**config.mk**
```make
export PLATFORM = sky130hd
export DESIGN_NAME = prio_intc
export DESIGN_NICKNAME = d
export VERILOG_FILES = /design/src/rtl/prio_intc_pkg.sv /design/src/rtl/intc_sync.sv /design/src/rtl/intc_flags.sv /design/src/rtl/intc_pl_decode.sv /design/src/rtl/intc_pick.sv /design/src/rtl/prio_intc.sv
export SDC_FILE = /design/constraint.sdc
export NUM_CORES = 1
export LEC_CHECK = 0
export CAP_MARGIN = 5
export CORE_MARGIN = 2
export CORE_UTILIZATION = 40
export CTS_CLUSTER_SIZE = 8
export DETAILED_ROUTE_END_ITERATION = 7
export SLEW_MARGIN = 20
export SYNTH_ARGS = -nofsm -noshare
export SYNTH_HDL_FRONTEND = slang
export SYNTH_SLANG_ARGS = --single-unit
```
**constraint.sdc**
```tcl
create_clock -name clk -period 41.1 [get_ports clk]
set_clock_uncertainty 0.1 [all_clocks]
set_input_delay 4.11 -clock clk [delete_from_list [all_inputs] [get_ports clk]]
set_output_delay 4.11 -clock clk [all_outputs]
set_load 0.01 [all_outputs]
```
**src/rtl/prio_intc_pkg.sv**
```systemverilog
package prio_intc_pkg;

   typedef enum logic [1:0] {
      PLM_SPLIT  = 2'd0,
      PLM_CODED  = 2'd1,
      PLM_REQPRI = 2'd2
   } plm_e;

   localparam int unsigned A_ENABLE   = 0;
   localparam int unsigned A_ROUTE    = 1;
   localparam int unsigned A_MODE     = 2;
   localparam int unsigned A_PEND     = 3;
   localparam int unsigned A_ACTIVE   = 4;
   localparam int unsigned A_IRQTOP   = 5;
   localparam int unsigned A_FIQTOP   = 6;

   localparam int unsigned TOP_VALID_BIT = 31;
   localparam int unsigned TOP_ID_LSB    = 8;

endpackage

```
**src/rtl/intc_sync.sv**
```systemverilog
module intc_sync #(
   parameter int unsigned W      = 1,
   parameter int unsigned STAGES = 2
) (
   input  logic         clk,
   input  logic         rst_n,
   input  logic [W-1:0] d_i,
   output logic [W-1:0] q_o
);
   if (STAGES < 2) begin : g_err_stages
      $error("intc_sync: STAGES must be at least 2");
   end

   logic [W-1:0] stage_q [STAGES];

   always_ff @(posedge clk or negedge rst_n) begin
      if (!rst_n) begin
         for (int s = 0; s < int'(STAGES); s++) stage_q[s] <= '0;
      end else begin
         stage_q[0] <= d_i;
         for (int s = 1; s < int'(STAGES); s++) stage_q[s] <= stage_q[s-1];
      end
   end

   assign q_o = stage_q[STAGES-1];
endmodule

```
**src/rtl/intc_flags.sv**
```systemverilog
module intc_flags #(
   parameter int unsigned W = 10
) (
   input  logic         clk,
   input  logic         rst_n,
   input  logic [W-1:0] set_i,
   input  logic [W-1:0] clr_i,
   output logic [W-1:0] flag_o
);
   logic [W-1:0] flag_q;

   // a set in the same cycle as a clear keeps the flag
   always_ff @(posedge clk or negedge rst_n) begin
      if (!rst_n) flag_q <= '0;
      else        flag_q <= set_i | (flag_q & ~clr_i);
   end

   assign flag_o = flag_q;
endmodule

```
**src/rtl/intc_pl_decode.sv**
```systemverilog
module intc_pl_decode
   import prio_intc_pkg::*;
#(
   parameter int unsigned PLW = 6,
   parameter int unsigned PW  = 6
) (
   input  logic [1:0]     mode_i,
   input  logic [PLW-1:0] bus_i,
   output logic [PLW-1:0] req_o,
   output logic [PW-1:0]  prio_o,
   output logic           coded_o
);
   if (PW < PLW) begin : g_err_width
      $error("intc_pl_decode: PW must hold a full bus value");
   end

   always_comb begin
      req_o   = '0;
      prio_o  = '0;
      coded_o = 1'b0;
      case (mode_i)
         PLM_CODED: begin
            coded_o  = 1'b1;
            req_o[0] = |bus_i;
            prio_o   = PW'(bus_i);
         end
         PLM_REQPRI: begin
            coded_o  = 1'b1;
            req_o[0] = bus_i[0];
            prio_o   = PW'(bus_i[PLW-1:1]);
         end
         default: req_o = bus_i;
      endcase
   end
endmodule

```
**src/rtl/intc_pick.sv**
```systemverilog
module intc_pick #(
   parameter int unsigned N   = 17,
   parameter int unsigned PW  = 6,
   parameter int unsigned IDW = 5
) (
   input  logic [N-1:0]    cand_i,
   input  logic [N*PW-1:0] prio_i,
   output logic            valid_o,
   output logic [IDW-1:0]  id_o,
   output logic [PW-1:0]   prio_o
);
   // strict greater-than keeps the lowest index among equals
   always_comb begin
      valid_o = 1'b0;
      id_o    = '0;
      prio_o  = '0;
      for (int i = 0; i < int'(N); i++) begin
         if (cand_i[i] && (prio_i[i*PW +: PW] > prio_o)) begin
            valid_o = 1'b1;
            id_o    = IDW'(i);
            prio_o  = prio_i[i*PW +: PW];
         end
      end
   end
endmodule

```
**src/rtl/prio_intc.sv**
```systemverilog
module prio_intc
   import prio_intc_pkg::*;
#(
   parameter int unsigned NPERIPH     = 10,
   parameter int unsigned PLW         = 6,
   parameter int unsigned PW          = 6,
   parameter int unsigned AW          = 6,
   parameter int unsigned SYNC_STAGES = 2
) (
   input  logic               clk,
   input  logic               rst_n,
   input  logic [NPERIPH-1:0] periph_irq_i,
   input  logic               ext_irq_i,
   input  logic [PLW-1:0]     pl_irq_i,
   input  logic               reg_we,
   input  logic [AW-1:0]      reg_addr,
   input  logic [31:0]        reg_wdata,
   output logic [31:0]        reg_rdata,
   output logic               irq_o,
   output logic               fiq_o
);
   localparam int unsigned NSRC   = NPERIPH + 1 + PLW;
   localparam int unsigned EXT_IX = NPERIPH;
   localparam int unsigned PL_IX  = NPERIPH + 1;
   localparam int unsigned IDW    = $clog2(NSRC);

   if (NSRC > 32)                 begin : g_err_nsrc $error("prio_intc: too many sources"); end
   if (AW < 6)                    begin : g_err_aw   $error("prio_intc: AW too small"); end
   if (PLW < 2)                   begin : g_err_plw  $error("prio_intc: PLW must be at least 2"); end
   if (PW < PLW)                  begin : g_err_pw   $error("prio_intc: PW below PLW"); end
   if (PW > TOP_ID_LSB)           begin : g_err_pwf  $error("prio_intc: PW overlaps id field"); end
   if (TOP_ID_LSB + IDW > TOP_VALID_BIT) begin : g_err_idf $error("prio_intc: id field too wide"); end

   // configuration state
   logic [NSRC-1:0] en_q, route_q;
   logic [1:0]      mode_q;
   logic [PW-1:0]   prio_q [NSRC];

   // source front end
   logic [NPERIPH:0]   sync_lvl;
   logic [NPERIPH-1:0] pflag, flag_clr;
   logic [PLW-1:0]     pl_req;
   logic [PW-1:0]      pl_prio;
   logic               pl_coded;
   logic [NSRC-1:0]    pend, prio_nz, active;
   logic [NSRC*PW-1:0] eff_prio;

   // arbitration
   logic [1:0][NSRC-1:0] cand;
   logic [1:0]           top_valid;
   logic [1:0][IDW-1:0]  top_id;
   logic [1:0][PW-1:0]   top_prio;
   logic                 irq_q, fiq_q;

   // register decode
   logic           wr_pend, is_prio, prio_hit;
   logic [IDW-1:0] pidx;
   logic           unused_wdata;

   assign unused_wdata = ^reg_wdata[31:NSRC];

   intc_sync #(.W(NPERIPH + 1), .STAGES(SYNC_STAGES)) u_sync (
      .clk   (clk),
      .rst_n (rst_n),
      .d_i   ({ext_irq_i, periph_irq_i}),
      .q_o   (sync_lvl)
   );

   assign wr_pend  = reg_we && (reg_addr == AW'(A_PEND));
   assign flag_clr = wr_pend ? reg_wdata[NPERIPH-1:0] : '0;

   intc_flags #(.W(NPERIPH)) u_flags (
      .clk    (clk),
      .rst_n  (rst_n),
      .set_i  (sync_lvl[NPERIPH-1:0]),
      .clr_i  (flag_clr),
      .flag_o (pflag)
   );

   intc_pl_decode #(.PLW(PLW), .PW(PW)) u_pl (
      .mode_i  (mode_q),
      .bus_i   (pl_irq_i),
      .req_o   (pl_req),
      .prio_o  (pl_prio),
      .coded_o (pl_coded)
   );

   assign pend = {pl_req, sync_lvl[EXT_IX], pflag};

   for (genvar i = 0; i < NSRC; i++) begin : g_eprio
      if (i == PL_IX) begin : g_plsrc
         assign eff_prio[i*PW +: PW] = pl_coded ? pl_prio : prio_q[i];
      end else begin : g_plain
         assign eff_prio[i*PW +: PW] = prio_q[i];
      end
      assign prio_nz[i] = |eff_prio[i*PW +: PW];
   end

   assign active  = pend & en_q & prio_nz;
   assign cand[0] = active & ~route_q;
   assign cand[1] = active & route_q;

   for (genvar o = 0; o < 2; o++) begin : g_pick
      intc_pick #(.N(NSRC), .PW(PW), .IDW(IDW)) u_pick (
         .cand_i  (cand[o]),
         .prio_i  (eff_prio),
         .valid_o (top_valid[o]),
         .id_o    (top_id[o]),
         .prio_o  (top_prio[o])
      );
   end

   always_ff @(posedge clk or negedge rst_n) begin
      if (!rst_n) begin
         irq_q <= 1'b0;
         fiq_q <= 1'b0;
      end else begin
         irq_q <= |cand[0];
         fiq_q <= |cand[1];
      end
   end

   assign irq_o = irq_q;
   assign fiq_o = fiq_q;

   assign is_prio  = (reg_addr[AW-1:5] == (AW-5)'(1));
   assign prio_hit = is_prio && (int'(reg_addr[4:0]) < int'(NSRC));
   assign pidx     = reg_addr[IDW-1:0];

   always_ff @(posedge clk or negedge rst_n) begin
      if (!rst_n) begin
         en_q    <= '0;
         route_q <= '0;
         mode_q  <= PLM_SPLIT;
         for (int i = 0; i < int'(NSRC); i++) prio_q[i] <= '0;
      end else if (reg_we) begin
         if (reg_addr == AW'(A_ENABLE)) en_q    <= reg_wdata[NSRC-1:0];
         if (reg_addr == AW'(A_ROUTE))  route_q <= reg_wdata[NSRC-1:0];
         if (reg_addr == AW'(A_MODE))   mode_q  <= reg_wdata[1:0];
         if (prio_hit)                  prio_q[pidx] <= reg_wdata[PW-1:0];
      end
   end

   always_comb begin
      reg_rdata = '0;
      if (prio_hit) begin
         reg_rdata[PW-1:0] = prio_q[pidx];
      end else begin
         case (reg_addr)
            AW'(A_ENABLE): reg_rdata[NSRC-1:0] = en_q;
            AW'(A_ROUTE):  reg_rdata[NSRC-1:0] = route_q;
            AW'(A_MODE):   reg_rdata[1:0]      = mode_q;
            AW'(A_PEND):   reg_rdata[NSRC-1:0] = pend;
            AW'(A_ACTIVE): reg_rdata[NSRC-1:0] = active;
            AW'(A_IRQTOP): begin
               reg_rdata[TOP_VALID_BIT]       = top_valid[0];
               reg_rdata[TOP_ID_LSB +: IDW]   = top_id[0];
               reg_rdata[PW-1:0]              = top_prio[0];
            end
            AW'(A_FIQTOP): begin
               reg_rdata[TOP_VALID_BIT]       = top_valid[1];
               reg_rdata[TOP_ID_LSB +: IDW]   = top_id[1];
               reg_rdata[PW-1:0]              = top_prio[1];
            end
            default: reg_rdata = '0;
         endcase
      end
   end
endmodule

```
# After elaboration in Yosys (flattened, before gate mapping)
# Index checks and enable logic that the tools add are counted.
# Widths: inputs -> output; s select.
# word_totals
output_inout_bits,34
reg_bits,172
# op_classes
eq_ne,8
n_reduce_logical,63
magnitude_cmp,36
n_mux,120
n_bitwise,9
# ops
operator,count
$mux 6,39
$gt 6x6->1,32
$reduce_or 6->1,18
$bwmux 102,1
$and 17x17->17,4
$mux 4,16
$mux 1,38
$logic_and 1x1->1,37
$reduce_or 17->1,2
$bmux 6 s5,1
$demux 6 s5,1
$pmux 5 s6,1
$mux 26,1
$mux 3,8
$pmux 4 s6,1
$eq 6x3->1 const B,3
$not 17->17,1
$pmux 4 s4,1
$mux 5,3
$pmux 2 s7,1
$eq 6x2->1 const B,2
$pmux 6 s2,1
$and 10x10->10,1
$mux 10,1
other kinds (16),22

# Depth between registers and ports, before layout
# depth
depth_word,59
mapped_depth,160

# By module
# From an unflattened synthesis, not the netlist that was laid out.
# hier_totals
hier_cells,2217
area_unflattened_um2,19082.1
# modules_own_cells
mod,seq_area_each_um2,cells_each,area_per_inst_um2,n_inst
intc_pick,0.0,741,5062.4,2
prio_intc,3503.4,646,7803.7,1
intc_sync,550.5,33,633.1,1
intc_flags,250.2,30,362.8,1
intc_pl_decode,0.0,26,157.7,1

# Worst setup path before layout
# No wires, ideal clock.
# synth_path
path_kind,register to output
from,"reg u_flags.flag_q[0], in the netlist u_flags.flag_o[0]"
to,out reg_rdata[0]
required_time_ps,36890
path_buffers,9
arrival_time_ps,28825
path_stages_with_launch,146
setup_slack_ps,8065
cell_sequence,dfrtp_1 and3_1 clkbuf_1 nand2_1 ha_1 a21o_1 a21o_1 a221o_1 nand2_1 clkbuf_1 nand3_1 o21ai_0 inv_1 ha_1 o221ai_1 a2111o_1 and2_1 o41a_1 (+110 left out) ha_1 nand3_1 or3_1 a221o_1 clkbuf_1 mux2i_1 ha_1 nand3_1 nor2_1 a221oi_1 o21ai_0 and4_1 a22oi_1 nor2_1 a41o_1 a221o_1 a221oi_1 o21ai_1
# synth_via
elab_chain_cells,55
# synth_lines
item,line_no,source
from (decl),intc_flags.sv:10,logic [W-1:0] flag_q;
from (signal assigned),intc_flags.sv:15,else flag_q <= set_i | (flag_q & ~clr_i);
$and 17x17->17 (2 in a row),prio_intc.sv:99,assign active = pend & en_q & prio_nz;
$and 17x17->17 (on tied branches),"prio_intc.sv:101, prio_intc.sv:100",
$logic_and 1x1->1,intc_pick.sv:18,if (cand_i[i] && (prio_i[i*PW +: PW] > prio_o)) begin
$mux 6,intc_pick.sv:18,
$gt 6x6->1,intc_pick.sv:18,
$logic_and 1x1->1,intc_pick.sv:18,
$mux 6,intc_pick.sv:18,
$gt 6x6->1,intc_pick.sv:18,
(+38 left out),n/a,
$gt 6x6->1,intc_pick.sv:18,
$logic_and 1x1->1,intc_pick.sv:18,
$mux 6,intc_pick.sv:18,
$gt 6x6->1,intc_pick.sv:18,
$logic_and 1x1->1,intc_pick.sv:18,
$mux 6,intc_pick.sv:18,
$pmux 2 s7 (*),prio_intc.sv:149,case (reg_addr)
$mux 6 (*),prio_intc.sv:146,if (prio_hit) begin
to (decl),prio_intc.sv:18,"output logic [31:0] reg_rdata,"
# Mark *: on every way between the ends. The rest lies on a longest branch, timed or not.

# Worst setup path in the final report
# layout_path
from,"reg u_flags.flag_q[0], in the netlist u_flags.flag_o[0]"
to,out reg_rdata[4]
# layout_via
elab_chain_cells,55
# layout_lines
item,line_no
$and 17x17->17 (*) (2 in a row),prio_intc.sv:99
$and 17x17->17 (on tied branches),"prio_intc.sv:101, prio_intc.sv:100"
$logic_and 1x1->1,intc_pick.sv:18
$mux 6,intc_pick.sv:18
$gt 6x6->1,intc_pick.sv:18
$logic_and 1x1->1,intc_pick.sv:18
$mux 6,intc_pick.sv:18
$gt 6x6->1,intc_pick.sv:18
(+38 left out),n/a
$gt 6x6->1,intc_pick.sv:18
$logic_and 1x1->1,intc_pick.sv:18
$mux 6,intc_pick.sv:18
$gt 6x6->1,intc_pick.sv:18
$logic_and 1x1->1,intc_pick.sv:18
$mux 6,intc_pick.sv:18
$pmux 4 s6 (*),prio_intc.sv:149
$mux 6 (*),prio_intc.sv:146
# Marks and branches as above.

==> out/metrics.csv <==
metric,value,unit
vdd_drop_max,26.4,uV
initial_core_util,40.4,%
synth_flop_cell,dfrtp_1,
grt_pass1_wl,98400,um
yosys.area_share.simple,19.0,%
powerDensity,50.3,nW/um^2
tightest_slew,1.17,ns
num_vias,16900,
layout_setup_ws,2.28,ns
netlist_instances,2077,
synth_adder_area_share,10.2,%
grtUsageTotal,27.7,%
crit_end,reg_rdata[4],
setup_viol,0,
synth.yosys.seq_area_share,24.2,%
postCtsHoldBufs,0,
drv_slew,0,
crit_slowest_cell,a211oi_4,
status,finished clean,
rsz0062_at_grt,no,
hold_viol_final,0,
muxShareOfSynthArea,16.3,%
dpl_worst_slack,3.23,ns
stdcell_count,2684,
area_growth_syn_to_layout,9.08,%
tns,0,ns
root_buffer,clkbuf_16,
grt-ovfl-total,0,
netlist_area,17800,sq um
min_period,38.82,ns
die_area,46200,sq um
timing.critical_path.to_type,output port,
path_max_fanout,15,
cellLeakagePower,0.00852,uW
post-route-period-util,94.5,%
gp_congestion,0.996,
htreeDepth,4,
final_nets,2279,
max_freq,25.8,MHz
rr_worst_depth,6,
ant_nets,0,
first_pass_iters,7,
cts_tree,done,
vias_per_cell,6.28,
placed_area,18800,sq um
hold_class,flip-flop to flip-flop,
grt_antenna_before_repair,2,
critPathMaxStageDelay,0.70,ns
cp_common_cell,ha_1,
drc,0,
wl_per_cell,23.8,um
reg2reg_to,fiq_o,
chipHeight,215,um
relSlewSlack,21.6,%
r2r-start,eff_prio[26],
synth-edff-count,0,
reg2reg_slack,37.84,ns
ys_async_sr_fraction,100,%
arrival,34.61,ns
ys.warnings.count,0,
fp-row-count,77,
dp_hpwl,48400,um
critPathLaunchType,flip-flop,
final_area,19400,sq um
clock-sinks,172,
cts_buffer_depth,2,
grt_max_degree,115,
dr.first_iter.drc_count,1793,
multi_input_area,12500,sq um
synth_top_family_by_area,compound AO/OA/AOI/OAI gates,
grt_pass1_vias,16000,
holdPathStages,0,
drv_cap,0,
die_x,215,um
synth_xor_area_share,1.13,%
ios,92,
coreArea,44000,sq um
critical_path_class,flip-flop to output port,
dp_cells,2652,
syn_avg_cell_area,8.56,sq um
mostFrequentLayoutCells,"nand2_1, dfrtp_1, inv_1, mux2_2, ha_1",
cts.clk_slew.worst_paths,0.08,ns
finish.utilization,44.1,%
cts_inserted_buffers,17,
synth_cell_types,113,
place.port_buffers,62,
antenna_cells,0,
regArea,4300,sq um
critical_path.startpoint,u_flags.flag_o[0],
synth-compound-area-share,23.2,%
required,36.89,ns
insertion_delay,0.50,ns
final_common_cell,nand2_1,
wl,64000,um
drive_above_1_share,14.6,%
synth_seq_cells,172,
nFillCells,4364,
==> cell families after synthesis <==
logic type | Yosys count
simple gates | 679
compound gates | 568
buf+inv | 262
mux | 228
flops | 172
fa+ha+maj | 145
xor+xnor | 22
other cells | 1
==> Yosys cell counts (all sizes together) (25+ instances only) <==
library cell  instances  share of area [%]
mux4                 31                3.9
o21ai               140                4.0
nor3                 33               0.96
a22oi                28                1.2
a21oi                90                2.5
nor2                123                2.6
a21o                 39                1.6
ha                  142                 10
inv                 156                3.3
nor2b                25               0.88
nand2               223                4.7
dfrtp               172                 24
nand3                69                1.9
mux2i                47                2.7
and2                 39                1.4
clkbuf               76                1.6
mux2                150                9.7
nand4                28               0.98
buf                  30                1.1
==> area by class of cell <==
class / instances / share of cell area, %
Multi-Input combinational cell: 1656 / 64.3
Tap cell: 592 / 3.82
Inverter: 156 / 3.02
Clock buffer: 17 / 2.19
Clock inverter: 15 / 0.780
Timing Repair Buffer: 76 / 3.66
Sequential cell: 172 / 22.2
==> timing repair <==
action | CTS | global route
gates resized for setup | 0 | 1
setup endpoints to repair | 0 | 5
setup buffers | 0 | 0
==> metal layers <==
layer	global-route usage, %	up-vias	routed length (um)
li1	-	7767	-
met1	39.1	8285	29100
met2	41.9	679	27700
met3	5.56	132	4830
met4	9.98	4	2250
met5	0	-	24
==> report_power, final <==
part	internal, uW	switching [uW]	leakage, uW
Sequential	187	38.0	0.00208
Clock	80.7	87.8	0.000276
Combinational	239	343	0.00616
Total	506	469	0.00852
==> critical path: cells and delay by family, from the launching register on <==
family / cells / cell delay [ns]
AO/OA/AOI/OAI: 57 / 14.57
multiplexers: 14 / 4.06
AND/OR/NAND/NOR: 38 / 8.54
adder cells (fa/ha/maj): 17 / 5.02
flip-flops: 1 / 0.48
buffers and inverters: 10 / 1.43
==> how the worst min path moves through the flow <==
| stage | start | end | slack [ns] |
|---|---|---|---|
| 3_3_place_gp | u_sync.stage_q[17] | u_sync.q_o[6] | 0.23 |
| 2_1_floorplan | u_sync.stage_q[11] | u_sync.q_o[0] | 0.23 |
| 5_1_grt | u_sync.stage_q[13] | u_sync.q_o[2] | 0.26 |
| 6_report | u_sync.stage_q[19] | u_sync.q_o[8] | 0.25 |
| 3_5_place_dp | u_sync.stage_q[18] | u_sync.q_o[7] | 0.23 |
| 4_1_cts | u_sync.stage_q[18] | u_sync.q_o[7] | 0.25 |
==> metrics by stage <==
stage | hold slack [ns] | power (uW)
floorplan | 0.231 | 647
global placement | 0.232 | 783
detailed placement | 0.235 | 797
CTS | 0.253 | 970
global route | 0.264 | 1050
finish | 0.251 | 975
==> sequential cells by signal, summed over array words and instances, names as in the netlist <==
signal and cells:
u_sync.q_o 11, en_q 17, u_sync.stage_q 11, fiq_o 1
route_q 17, mode_q 2, prio_q 6, u_flags.flag_o 10
eff_prio 96, irq_o 1
Power figures use the tool's default switching activity.
